<file path="src/rtl/apu_tmr_pkg.sv">
package apu_tmr_pkg;

    localparam int TGT_W        = 8;
    localparam int OUT_W        = 4;
    localparam int FAST_STEP    = 4;
    localparam int FAST_MAX_SUB = 4;
    localparam int INC_W        = $clog2(FAST_MAX_SUB + 1);

    typedef enum logic {
        PH_EVEN = 1'b0,
        PH_ODD  = 1'b1
    } tick_phase_e;

    // Result of one fast-timer update: new remainder and number of periods.
    typedef struct packed {
        logic [TGT_W:0]   rem;
        logic [INC_W-1:0] hits;
    } fast_res_t;

    // A programmed zero selects the full range of 2**TGT_W.
    function automatic logic [TGT_W:0] eff_target(input logic [TGT_W-1:0] t);
        logic [TGT_W:0] r;
        if (t == '0) r = {1'b1, {TGT_W{1'b0}}};
        else         r = {1'b0, t};
        return r;
    endfunction

endpackage

</file>
<file path="src/rtl/apu_tmr_slow.sv">
module apu_tmr_slow
    import apu_tmr_pkg::*;
(
    input  logic             clk,
    input  logic             rst,
    input  logic             step_i,
    input  logic             en_i,
    input  logic [TGT_W-1:0] tgt_i,
    output logic             hit_o
);
    logic [TGT_W:0] cnt_q;
    logic [TGT_W:0] cnt_nxt;
    logic [TGT_W:0] teff;
    logic           adv;

    always_comb begin
        teff    = eff_target(tgt_i);
        adv     = step_i && en_i;
        cnt_nxt = cnt_q + 1'b1;
        hit_o   = adv && (cnt_nxt >= teff);
    end

    always_ff @(posedge clk) begin
        if (rst)        cnt_q <= '0;
        else if (adv)   cnt_q <= hit_o ? '0 : cnt_nxt;
    end

    p_hold_r6: assert property (@(posedge clk) disable iff (rst)
        !(step_i && en_i) |=> $stable(cnt_q));
    p_below_target_r4: assert property (@(posedge clk) disable iff (rst)
        (step_i && en_i) |=> (cnt_q < $past(teff)));
    p_no_hit_when_idle_r6: assert property (@(posedge clk) disable iff (rst)
        !step_i |-> !hit_o);
endmodule

</file>
<file path="src/rtl/apu_tmr_fast.sv">
module apu_tmr_fast
    import apu_tmr_pkg::*;
(
    input  logic             clk,
    input  logic             rst,
    input  logic             step_i,
    input  logic             en_i,
    input  logic [TGT_W-1:0] tgt_i,
    output logic [INC_W-1:0] hits_o
);
    logic [TGT_W:0] cnt_q;
    logic [TGT_W:0] teff;
    fast_res_t      res;
    logic           adv;

    always_comb begin
        teff     = eff_target(tgt_i);
        adv      = step_i && en_i;
        res.rem  = cnt_q + (TGT_W+1)'(FAST_STEP);
        res.hits = '0;
        for (int k = 0; k < FAST_MAX_SUB; k++) begin
            if (res.rem >= teff) begin
                res.rem  = res.rem - teff;
                res.hits = res.hits + 1'b1;
            end
        end
        hits_o = adv ? res.hits : '0;
    end

    always_ff @(posedge clk) begin
        if (rst)      cnt_q <= '0;
        else if (adv) cnt_q <= res.rem;
    end

    p_hold_r6: assert property (@(posedge clk) disable iff (rst)
        !(step_i && en_i) |=> $stable(cnt_q));
    p_remainder_bound_r2: assert property (@(posedge clk) disable iff (rst)
        (step_i && en_i) |=> (cnt_q < $past(teff)));
    p_hits_limit_r2: assert property (@(posedge clk) disable iff (rst)
        hits_o <= INC_W'(FAST_MAX_SUB));
endmodule

</file>
<file path="src/rtl/apu_tmr_out.sv">
module apu_tmr_out
    import apu_tmr_pkg::*;
(
    input  logic             clk,
    input  logic             rst,
    input  logic [INC_W-1:0] inc_i,
    input  logic             clr_i,
    output logic [OUT_W-1:0] val_o
);
    logic [OUT_W-1:0] base;

    always_comb base = clr_i ? '0 : val_o;

    always_ff @(posedge clk) begin
        if (rst) val_o <= '0;
        else     val_o <= base + OUT_W'(inc_i);
    end

    p_clear_r9: assert property (@(posedge clk) disable iff (rst)
        (clr_i && inc_i == '0) |=> (val_o == '0));
    p_hold_r7: assert property (@(posedge clk) disable iff (rst)
        (!clr_i && inc_i == '0) |=> $stable(val_o));
    p_wrap_r7: assert property (@(posedge clk) disable iff (rst)
        !clr_i |=> (val_o == OUT_W'($past(val_o) + OUT_W'($past(inc_i)))));
endmodule

</file>
<file path="src/rtl/apu_interval_timers.sv">
module apu_interval_timers
    import apu_tmr_pkg::*;
(
    input  logic             clk,
    input  logic             rst,
    input  logic             tick_i,
    input  logic [2:0]       en_i,
    input  logic [TGT_W-1:0] tgt0_i,
    input  logic [TGT_W-1:0] tgt1_i,
    input  logic [TGT_W-1:0] tgt2_i,
    input  logic [2:0]       rdclr_i,
    output logic [OUT_W-1:0] cnt0_o,
    output logic [OUT_W-1:0] cnt1_o,
    output logic [OUT_W-1:0] cnt2_o,
    output logic             wake_o
);
    localparam int N_SLOW = 2;
    localparam int N_TMR  = N_SLOW + 1;

    tick_phase_e      phase_q;
    logic             slow_step;
    logic [TGT_W-1:0] slow_tgt [N_SLOW];
    logic [INC_W-1:0] inc      [N_TMR];
    logic [OUT_W-1:0] val      [N_TMR];
    logic             any_inc;

    always_comb begin
        slow_step   = tick_i && (phase_q == PH_ODD);
        slow_tgt[0] = tgt0_i;
        slow_tgt[1] = tgt1_i;
        any_inc     = 1'b0;
        for (int i = 0; i < N_TMR; i++) any_inc = any_inc | (inc[i] != '0);
    end

    always_ff @(posedge clk) begin
        if (rst) begin
            phase_q <= PH_EVEN;
            wake_o  <= 1'b0;
        end else begin
            if (tick_i) phase_q <= (phase_q == PH_ODD) ? PH_EVEN : PH_ODD;
            wake_o <= any_inc;
        end
    end

    for (genvar g = 0; g < N_SLOW; g++) begin : g_slow
        logic hit;
        apu_tmr_slow u_slow (
            .clk    (clk),
            .rst    (rst),
            .step_i (slow_step),
            .en_i   (en_i[g]),
            .tgt_i  (slow_tgt[g]),
            .hit_o  (hit)
        );
        assign inc[g] = INC_W'(hit);
    end

    apu_tmr_fast u_fast (
        .clk    (clk),
        .rst    (rst),
        .step_i (tick_i),
        .en_i   (en_i[N_SLOW]),
        .tgt_i  (tgt2_i),
        .hits_o (inc[N_SLOW])
    );

    for (genvar g = 0; g < N_TMR; g++) begin : g_out
        apu_tmr_out u_out (
            .clk   (clk),
            .rst   (rst),
            .inc_i (inc[g]),
            .clr_i (rdclr_i[g]),
            .val_o (val[g])
        );
    end

    assign cnt0_o = val[0];
    assign cnt1_o = val[1];
    assign cnt2_o = val[2];

    p_phase_flip_r3: assert property (@(posedge clk) disable iff (rst)
        tick_i |=> (phase_q != $past(phase_q)));
    p_quiet_no_wake_r8: assert property (@(posedge clk) disable iff (rst)
        (!wake_o && $past(rdclr_i) == 3'b000) |->
        (cnt0_o == $past(cnt0_o) && cnt1_o == $past(cnt1_o) && cnt2_o == $past(cnt2_o)));
    p_no_tick_no_wake_r8: assert property (@(posedge clk) disable iff (rst)
        !tick_i |=> !wake_o);
endmodule

</file>
<file path="config.mk">
export PLATFORM = sky130hd
export DESIGN_NAME = apu_interval_timers
export DESIGN_NICKNAME = d
export VERILOG_FILES = /design/src/rtl/apu_tmr_pkg.sv /design/src/rtl/apu_tmr_slow.sv /design/src/rtl/apu_tmr_fast.sv /design/src/rtl/apu_tmr_out.sv /design/src/rtl/apu_interval_timers.sv
export SDC_FILE = /design/constraint.sdc
export NUM_CORES = 1
export LEC_CHECK = 0
export BUFFER_PORTS_ARGS = -buffer_cell sky130_fd_sc_hd__buf_2
export CORE_MARGIN = 2
export CORE_UTILIZATION = 30
export CTS_CLUSTER_SIZE = 40
export DETAILED_ROUTE_END_ITERATION = 8
export SYNTH_ARGS = -nofsm -noshare
export SYNTH_HDL_FRONTEND = slang
export SYNTH_SLANG_ARGS = --single-unit
</file>
<file path="constraint.sdc">
create_clock -name clk -period 11.4 [get_ports clk]
set_clock_uncertainty 0.2 [all_clocks]
set_input_delay 2.28 -clock clk [delete_from_list [all_inputs] [get_ports clk]]
set_output_delay 2.28 -clock clk [all_outputs]
set_load 0.02 [all_outputs]
</file>
==> flow_summary.yaml, run 1 <==
sta:
  final.setup.tns_ns: 0
  tightest_slew_ns: 0.596
  slew_viol_final: 0
  relSlewSlack_pct: 60.0
  rsz0062_at_grt: "no"
  max_freq_mhz: 93.0
  hold_violations: 0
  finalSetupViolCount: 0
  hold_slack_ns: 0.273
  period_needed_ns: 10.75
  fin_crit_sh_pct: 94.3
synth:
  synth_area_um2: 4690
  ys_seq_area_share_pct: 17.5
  synth.area.top_cells: "ha_1 18%, dfxtp_1 18%, xnor2_1 7.7%, nor2_1 4.6%, inv_1 3.9%"
  async_flop_share_pct: 0
  ys_warn_count: 0
  syn_nets: 697
  synth_cell_type_count: 64
  synth_top_area_share_pct: 17.9
  syn_inst: 592
  yosys.area.top_type: "ha_1"
  synth_flop_cell: "dfxtp_1"
  synth-edff-count: 0
  syn_area_per_cell_um2: 7.92
  ys_seq_elements: 41
cells_and_area:
  final_core_util_pct: 34.8
  drive_above_1_share_pct: 13.4
  nets: 739
  fillers: 1600
  layout_commonest_cell: "ha_1"
  antenna_cells: 0
  syn2layout_area_growth_pct: 13.2
  final_cell_mix: "67 x ha_1, 57 x nor2_1, 49 x inv_1"
global_routing:
  grt_pass1_wl_mm: 19.2
  use_met2_pct: 25.0
  grt_max_degree: 26
  antenna_found_initial: 0
  grt_use_total_pct: 14.2
  grt_overflow: 0
  grt_util_met3_pct: 1.50
  grt_pass1_vias: 3970
  busiest_layer: "met2"
  globalRouteMet1Util_pct: 19.0
routing:
  drt_iter0_markers: 233
  via_per_inst: 4.95
  drt-total-wl_mm: 11.6
  drc_errors: 0
  wl_per_cell_um: 13.7
  antenna_left: 0
  vias: 4184
  dr.pass1.iters: 4
place:
  place_congestion: 0.938
  dp_hpwl_mm: 9.42
  port_buffers: 45
clocking:
  cts_inserted_buffers: 5
  cts_buffer_depth: 2
  postCtsHoldBufs: 0
  cts_tree: "done"
  cts_root_buf: "clkbuf_16"
  clock-sinks: 41
  cts_htree_levels: 2
  clk_latency_ns: 0.28
  cts_setup_buffers: 0
  clk_pin_slew_ns: 0.06
  post_cts_resized: 0
outcome:
  status: "finished clean"
critical_path:
  endpoint_kind: "flip-flop"
  cpMaxStageDelayCell: "a2111o_1"
  slowest_delay_ns: 0.44
  cpMostUsedCell: "ha_1"
  cp-start-kind: "input pin"
  worst-setup-path-type: "input pin to flip-flop"
  critPathMaxFanout: 25
  critPathRequiredTime_ns: 11.35
  crit_arrival_ns: 10.70
floorplan:
  die_x_um: 129
  start_util_pct: 30.7
  core_um2: 15300
  io_pins: 46
  chipHeight_um: 129
  dieArea_um2: 16600
  rows: 45
flow_run:
  maxCapViolations: 0
hold_path:
  min_path_type: "flip-flop to flip-flop"
==> metal layers <==
| metal | wire length (um) | vias to the layer above |
|---|---|---|
| li1 | - | 2200 |
| met1 | 5610 | 1918 |
| met2 | 5560 | 55 |
| met3 | 283 | 11 |
| met4 | 127 | 0 |
| met5 | 0 | - |
==> sequential cells by signal, indices dropped and copies added, names as in the netlist <==
| register | flops |
|---|---|
| g_out.u_out.val_o | 12 |
| wake_o | 1 |
| g_slow.u_slow.cnt_q | 18 |
| phase_q | 1 |
| u_fast.cnt_q | 9 |
==> cells by family after synthesis <==
kind of cell             count (synthesis)  synth area share [%]
AND/OR/NAND/NOR                        206                  22.3
AO/OA/AOI/OAI                          127                  18.8
adder cells (fa/ha/maj)                 72                  20.0
buffers and inverters                   65                  5.23
XOR/XNOR                                61                  11.4
flip-flops                              41                  17.5
multiplexers                            20                  4.75
==> Yosys cell counts (all sizes together), types with 2 or more instances <==
cell	number
nor2b	23
clkbuf	13
dfxtp	41
and2	5
or2	7
or4b	2
o21bai	4
o311ai	2
buf	2
fa	5
mux2	8
inv	49
a211oi	7
and3	9
a2111oi	3
mux2i	12
a21o	10
nor4	6
ha	67
xnor2	41
nor2	57
nand3	24
nor3	15
nand3b	2
o31a	2
or4	3
nand2b	4
nand2	34
o211ai	6
xor2	20
a31oi	6
nand4	10
o31ai	6
a21oi	34
o2111ai	4
o21ai	18
o21a	13
or3	4
==> layout make-up <==
cell class              instances  area (um^2)  share of cell area [%]
flip-flops and latches         41          821                    15.5
well taps                     211          264                    4.98
inverters                      50          188                    3.54
multi-input cells             486         3630                    68.4
repair buffers                 50          263                    4.95
clock buffers                   7          143                    2.69
==> final timing paths <==
kind / startpoint / endpoint / slack (ns) / depth (start not counted)
worst max-delay path: tgt2_i[1] / g_out[2].u_out.val_o[3]$_SDFF_PP0_ / 0.65 / 39
worst min-delay path: g_slow[0].u_slow.cnt_q[8]$_SDFFE_PP0P_ / g_slow[0].u_slow.cnt_q[8]$_SDFFE_PP0P_ / 0.27 / 2
worst max register to register: u_fast.cnt_q[5]$_SDFFE_PP0P_ / g_out[2].u_out.val_o[3]$_SDFF_PP0_ / 2.00 / 41
worst min register to register: g_slow[0].u_slow.cnt_q[8]$_SDFFE_PP0P_ / g_slow[0].u_slow.cnt_q[8]$_SDFFE_PP0P_ / 0.27 / 2
==> through the flow <==
step                area, um^2  instances  worst slack [ns]
floorplan                 4690        592              1.09
detailed placement        5160        838             0.343
global placement          5160        838             0.472
CTS                       5300        845             0.612
global route              5310        845            0.0148
finish                    5310        845             0.651
==> worst max-delay path, delay by kind of cell <==
family                   cells  cell delay [ns]
multiplexers                 2             0.59
XOR/XNOR                     2             0.25
adder cells (fa/ha/maj)      5             1.53
AO/OA/AOI/OAI               11             2.82
AND/OR/NAND/NOR             11             1.66
buffers and inverters        8             1.54
Power of run 1 is left out: the tool's default activity adds up to more than one toggle a clock period on the data nets, which glitch-free logic cannot reach.
==> inputs of run 2 (changes only) <==
SYNTH_HIERARCHICAL = 1   (was unset)
==> run 2 against run 1 <==
Synthesized cell count is 3.5% higher. Critical endpoint is now g_out[2].u_out/val_o[2]$_SDFF_PP0_. Largest cell class unchanged. Global-route usage is 0.083 points lower. Sequential share of layout area is 0.91 points lower. Die area is 6.5% higher. Critical path type unchanged.
==> flow_summary.yaml, run 2 <==
outcome:
  status: "finished clean"
clocking:
  cts_htree_levels: 2
  clk_pin_slew_ns: 0.06
  cts_root_buf: "clkbuf_16"
  cts_tree: "done"
  cts_buffer_depth: 2
  clk_latency_ns: 0.27
  cts_inserted_buffers: 5
  clock-sinks: 41
floorplan:
  rows: 47
  start_util_pct: 30.5
  io_pins: 46
  core_um2: 16400
  die_x_um: 133
  dieArea_um2: 17700
  chipHeight_um: 133
synth:
  yosys.area.top_type: "ha_1"
  syn_area_per_cell_um2: 8.16
  synth_flop_cell: "dfxtp_1"
  async_flop_share_pct: 0
  ys_seq_area_share_pct: 16.4
  synth-edff-count: 0
  ys_seq_elements: 41
  synth_area_um2: 5000
  synth_cell_type_count: 70
  ys_top_cells_by_count: "69 x ha_1, 53 x inv_1, 41 x dfxtp_1"
  synth.area.top_cells: "ha_1 17%, dfxtp_1 16%, xnor2_1 4.0%, xor2_1 4.0%, inv_1 4.0%"
  syn_inst: 613
  ys_warn_count: 6
  yosysMostFrequentCell: "ha_1"
  synth_top_area_share_pct: 17.3
place:
  pre_cts_ws_ns: 0.252
  place_congestion: 0.860
  dp_hpwl_mm: 9.99
  port_buffers: 45
critical_path:
  slowest_delay_ns: 0.56
  critPathRequiredTime_ns: 11.33
  crit_arrival_ns: 10.73
  cp_num_cells: 35
  endpoint_kind: "flip-flop"
  cp_top_family: "compound AO/OA/AOI/OAI gates"
  path_buf_inv: 4
  worst-setup-path-type: "input pin to flip-flop"
  reg2reg_depth: 36
  cpMostUsedCell: "ha_1"
  cp-start-kind: "input pin"
  critPathMaxFanout: 16
  cpMaxStageDelayCell: "a222oi_1"
routing:
  antenna_left: 0
  dr.pass1.iters: 4
  via_per_inst: 5.09
  wl_per_cell_um: 14.4
  drt_iter0_markers: 327
  vias: 4462
  drt-total-wl_mm: 12.6
  drc_errors: 0
sta:
  slew_viol_final: 0
  fin_crit_sh_pct: 94.7
  period_needed_ns: 10.80
  final.setup.tns_ns: 0
  max_freq_mhz: 92.6
  finalSetupViolCount: 0
  hold_violations: 0
  fin_ws_ns: 0.601
  tightest_slew_ns: 0.964
  relSlewSlack_pct: 35.7
global_routing:
  grt_max_degree: 55
  grt_overflow: 0
  grt_pass1_wl_mm: 20.9
  grt_pass1_vias: 4195
  antenna_found_initial: 0
  grt_use_total_pct: 14.2
cells_and_area:
  reg.largest.list: "g_slow.u_slow/cnt_q x18, g_out.u_out/val_o x12, u_fast/cnt_q x9"
  nets: 765
  drive_above_1_share_pct: 14.2
  regMostFlops: "g_slow.u_slow/cnt_q"
  largest_reg_flops: 18
  final_cell_mix: "69 x ha_1, 53 x inv_1, 45 x buf_2"
  fillers: 1729
  antenna_cells: 0
  layout_commonest_cell: "ha_1"
  syn2layout_area_growth_pct: 12.8
hold_path:
  min_path_type: "flip-flop to flip-flop"
  hold_depth: 2
flow_run:
  maxCapViolations: 0
-- run 2: changes by cell type after synthesis, moves of 6 or more --
cell / previous run / this run
nor2_1: 57 / 38
nand3b_1: 2 / 19
xnor2_1: 41 / 23
o21ai_0: 14 / 22
o21a_1: 13 / 19
o31ai_1: 6 / 15
mux2i_1: 11 / 5
a21oi_1: 34 / 23
-- run 2: per-stage QoR --
stage / cell area, um^2 / hold WS, ns / instances / utilization [%]
after detailed placement: 5450 / 0.299 / 867 / 33.2
final: 5640 / 0.309 / 877 / 34.4
after CTS: 5620 / 0.313 / 875 / 34.2
after global placement: 5450 / 0.291 / 867 / 33.2
after global routing: 5640 / 0.338 / 877 / 34.4
after floorplan: 5020 / 0.274 / 618 / -
-- run 2: path summary, 6_finish.rpt --
check	start	end	slack, ns
max	tgt2_i[1]	g_out[2].u_out/val_o[2]$_SDFF_PP0_	0.60
min	g_slow[0].u_slow/cnt_q[8]$_SDFFE_PP0P_	g_slow[0].u_slow/cnt_q[8]$_SDFFE_PP0P_	0.31
max reg2reg	u_fast/cnt_q[2]$_SDFFE_PP0P_	g_out[2].u_out/val_o[2]$_SDFF_PP0_	2.23
min reg2reg	g_slow[0].u_slow/cnt_q[8]$_SDFFE_PP0P_	g_slow[0].u_slow/cnt_q[8]$_SDFFE_PP0P_	0.31
-- run 2: cell families (layout without fill, tap and decap cells) --
logic type	count (synthesis)	count (layout)	share of synthesized area, %
AO/OA/AOI/OAI	157	157	23.9
XOR/XNOR	46	46	8.06
adder cells (fa/ha/maj)	76	76	20.1
buffers and inverters	74	113	6.13
flip-flops	41	41	16.4
multiplexers	11	11	2.58
other	1	6	0.0750
AND/OR/NAND/NOR	207	207	22.8
-- run 2: repair_timing --
item | CTS | global route
gates resized for setup | 0 | 1
buffers inserted | 0 | 2
hold buffers | 0 | 0
endpoints found under the setup margin | 0 | 3
-- run 2: tightest hold or removal path, cell delays in order (launching register included) --
cell and delay, ns:
dfxtp_1 0.32, nand3b_1 0.08, o31ai_1 0.06
-- run 2: layout make-up --
cell class	count	area [um^2]	area share [%]
Clock inverter	1	30.0	0.533
Inverter	54	203	3.60
Sequential cell	41	821	14.6
Timing Repair Buffer	51	270	4.79
Clock buffer	7	143	2.53
Multi-Input combinational cell	503	3900	69.1
Tap cell	220	275	4.88
-- run 2: routing by layer --
metal  routed length (um)  GRT usage (%)  part of all wire (%)  up-vias
met2                 5840           23.8                    46       70
met4                  215           3.72                   1.7        0
met3                  322           1.33                   2.5       14
li1                     -              -                     -     2316
met5                    0              0                     0        -
met1                 6250           19.5                    49     2062
Power of run 2 is left out for the same reason.
==> inputs of run 3 (changes only) <==
CTS_BUF_LIST = sky130_fd_sc_hd__clkbuf_16   (was unset)
==> run 3 against run 2 <==
Setup slack better by 0.0024 ns. Register-to-register slack barely moved. Non-clock buffer count is the same. Count of clock-buffer cells in the layout fell by 2.
==> flow_summary.yaml, run 3 (synthesis gave the netlist of run 2 again) <==
outcome:
  status: "finished clean"
cells_and_area:
  syn2layout_area_growth_pct: 12.6
  reg.largest.list: "g_slow.u_slow/cnt_q x18, g_out.u_out/val_o x12, u_fast/cnt_q x9"
  final_cell_mix: "69 x ha_1, 54 x inv_1, 45 x buf_2"
  drive_above_1_share_pct: 14.0
  layout_commonest_cell: "ha_1"
  antenna_cells: 0
  regMostFlops: "g_slow.u_slow/cnt_q"
  largest_reg_flops: 18
  nets: 765
critical_path:
  crit_arrival_ns: 10.72
  slowest_delay_ns: 0.56
  worst-setup-path-type: "input pin to flip-flop"
  critPathMaxFanout: 16
  endpoint_kind: "flip-flop"
  regToRegEndpoint: "g_out[2].u_out/val_o[2]$_SDFF_PP0_"
  r2r_start: "u_fast/cnt_q[2]$_SDFFE_PP0P_"
  reg2reg_depth: 36
  critPathRequiredTime_ns: 11.33
  path_buf_inv: 4
  cpMostUsedCell: "ha_1"
  cp-start-kind: "input pin"
  cp_top_family: "compound AO/OA/AOI/OAI gates"
  r2r_setup_slack_ns: 2.22
  cpMaxStageDelayCell: "a222oi_1"
routing:
  via_per_inst: 5.08
  wl_per_cell_um: 14.4
  drc_errors: 0
  drt_iter0_markers: 304
  vias: 4452
  drt-total-wl_mm: 12.6
  antenna_left: 0
  dr.pass1.iters: 4
place:
  dp_hpwl_mm: 9.99
  port_buffers: 45
  place_congestion: 0.860
clocking:
  cts_buffer_depth: 2
  clock-sinks: 41
  postCtsHoldBufs: 0
  clk_latency_ns: 0.27
  cts_inserted_buffers: 5
  cts_tree: "done"
  clk_pin_slew_ns: 0.06
  cts_root_buf: "clkbuf_16"
  cts_htree_levels: 2
floorplan:
  die_x_um: 133
  rows: 47
  chipHeight_um: 133
  start_util_pct: 30.5
  io_pins: 46
  dieArea_um2: 17700
  core_um2: 16400
hold_path:
  hold_end: "g_slow[0].u_slow/cnt_q[8]$_SDFFE_PP0P_"
  hold_depth: 2
  min_from: "g_slow[0].u_slow/cnt_q[8]$_SDFFE_PP0P_"
  min_path_type: "flip-flop to flip-flop"
sta:
  finalSetupViolCount: 0
  tightest_slew_ns: 0.951
  relSlewSlack_pct: 36.6
  period_needed_ns: 10.80
  final.setup.tns_ns: 0
  max_freq_mhz: 92.6
  fin_crit_sh_pct: 94.7
  hold_violations: 0
  hold_slack_ns: 0.309
  slew_viol_final: 0
global_routing:
  grt_use_total_pct: 14.2
  antenna_found_initial: 0
  grt_pass1_wl_mm: 20.9
  grt_pass1_vias: 4195
  grt_overflow: 0
  grt_max_degree: 55
flow_run:
  maxCapViolations: 0
==> run 3: how the worst max path moves through the flow <==
| stage | start | end | slack, ns | cells after the start |
|---|---|---|---|---|
| final | tgt2_i[1] | g_out[2].u_out/val_o[2]$_SDFF_PP0_ | 0.60 | 35 |
| after global routing | tgt2_i[1] | g_out[2].u_out/val_o[2]$_SDFF_PP0_ | -0.009 | 35 |
| after CTS | tgt2_i[1] | g_out[2].u_out/val_o[2]$_SDFF_PP0_ | 0.53 | 34 |
| after detailed placement | tgt2_i[1] | g_out[2].u_out/val_o[3]$_SDFF_PP0_ | 0.25 | 35 |
| after global placement | tgt2_i[1] | g_out[2].u_out/val_o[2]$_SDFF_PP0_ | 0.43 | 34 |
| after floorplan | tgt2_i[1] | g_out[2].u_out/val_o[3]$_SDFF_PP0_ | 1.44 | 34 |
==> run 3: worst register-to-register path: cells and delay by family, from the launching register on <==
family | cells | cell delay [ns]
simple gates | 7 | 0.85
compound gates | 15 | 3.75
buf+inv | 3 | 0.65
flops | 1 | 0.45
mux | 1 | 0.33
fa+ha+maj | 7 | 2.28
xor+xnor | 3 | 0.53
==> run 3: final cells by class <==
| class | instances | area, um^2 |
|---|---|---|
| Clock inverter | 3 | 37.5 |
| Sequential cell | 41 | 821 |
| Multi-Input combinational cell | 503 | 3900 |
| Inverter | 54 | 203 |
| Timing Repair Buffer | 51 | 270 |
| Clock buffer | 5 | 125 |
| Fill cell | 1729 | 10800 |
| Tap cell | 220 | 275 |
==> run 3: metal layers <==
metal	GRT usage (%)	share of wire (%)	up-vias
met5	0	0	-
met1	19.5	49	2051
met4	3.72	1.7	0
met3	1.45	2.7	14
met2	23.8	46	70
li1	-	-	2317
==> run 3: timing repair <==
item	CTS	global route
setup buffers	0	2
gates resized for setup	0	1
setup endpoints to repair	0	3
==> run 3: per-stage QoR <==
step / cells / util [%] / worst slack (ns) / area (um^2)
after CTS: 875 / 34.2 / 0.530 / 5610
after floorplan: 618 / - / 1.44 / 5020
after detailed placement: 867 / 33.2 / 0.252 / 5450
after global placement: 867 / 33.2 / 0.430 / 5450
final: 877 / 34.3 / 0.603 / 5630
after global routing: 877 / 34.3 / -0.00925 / 5630
Power of run 3 is left out for the same reason.
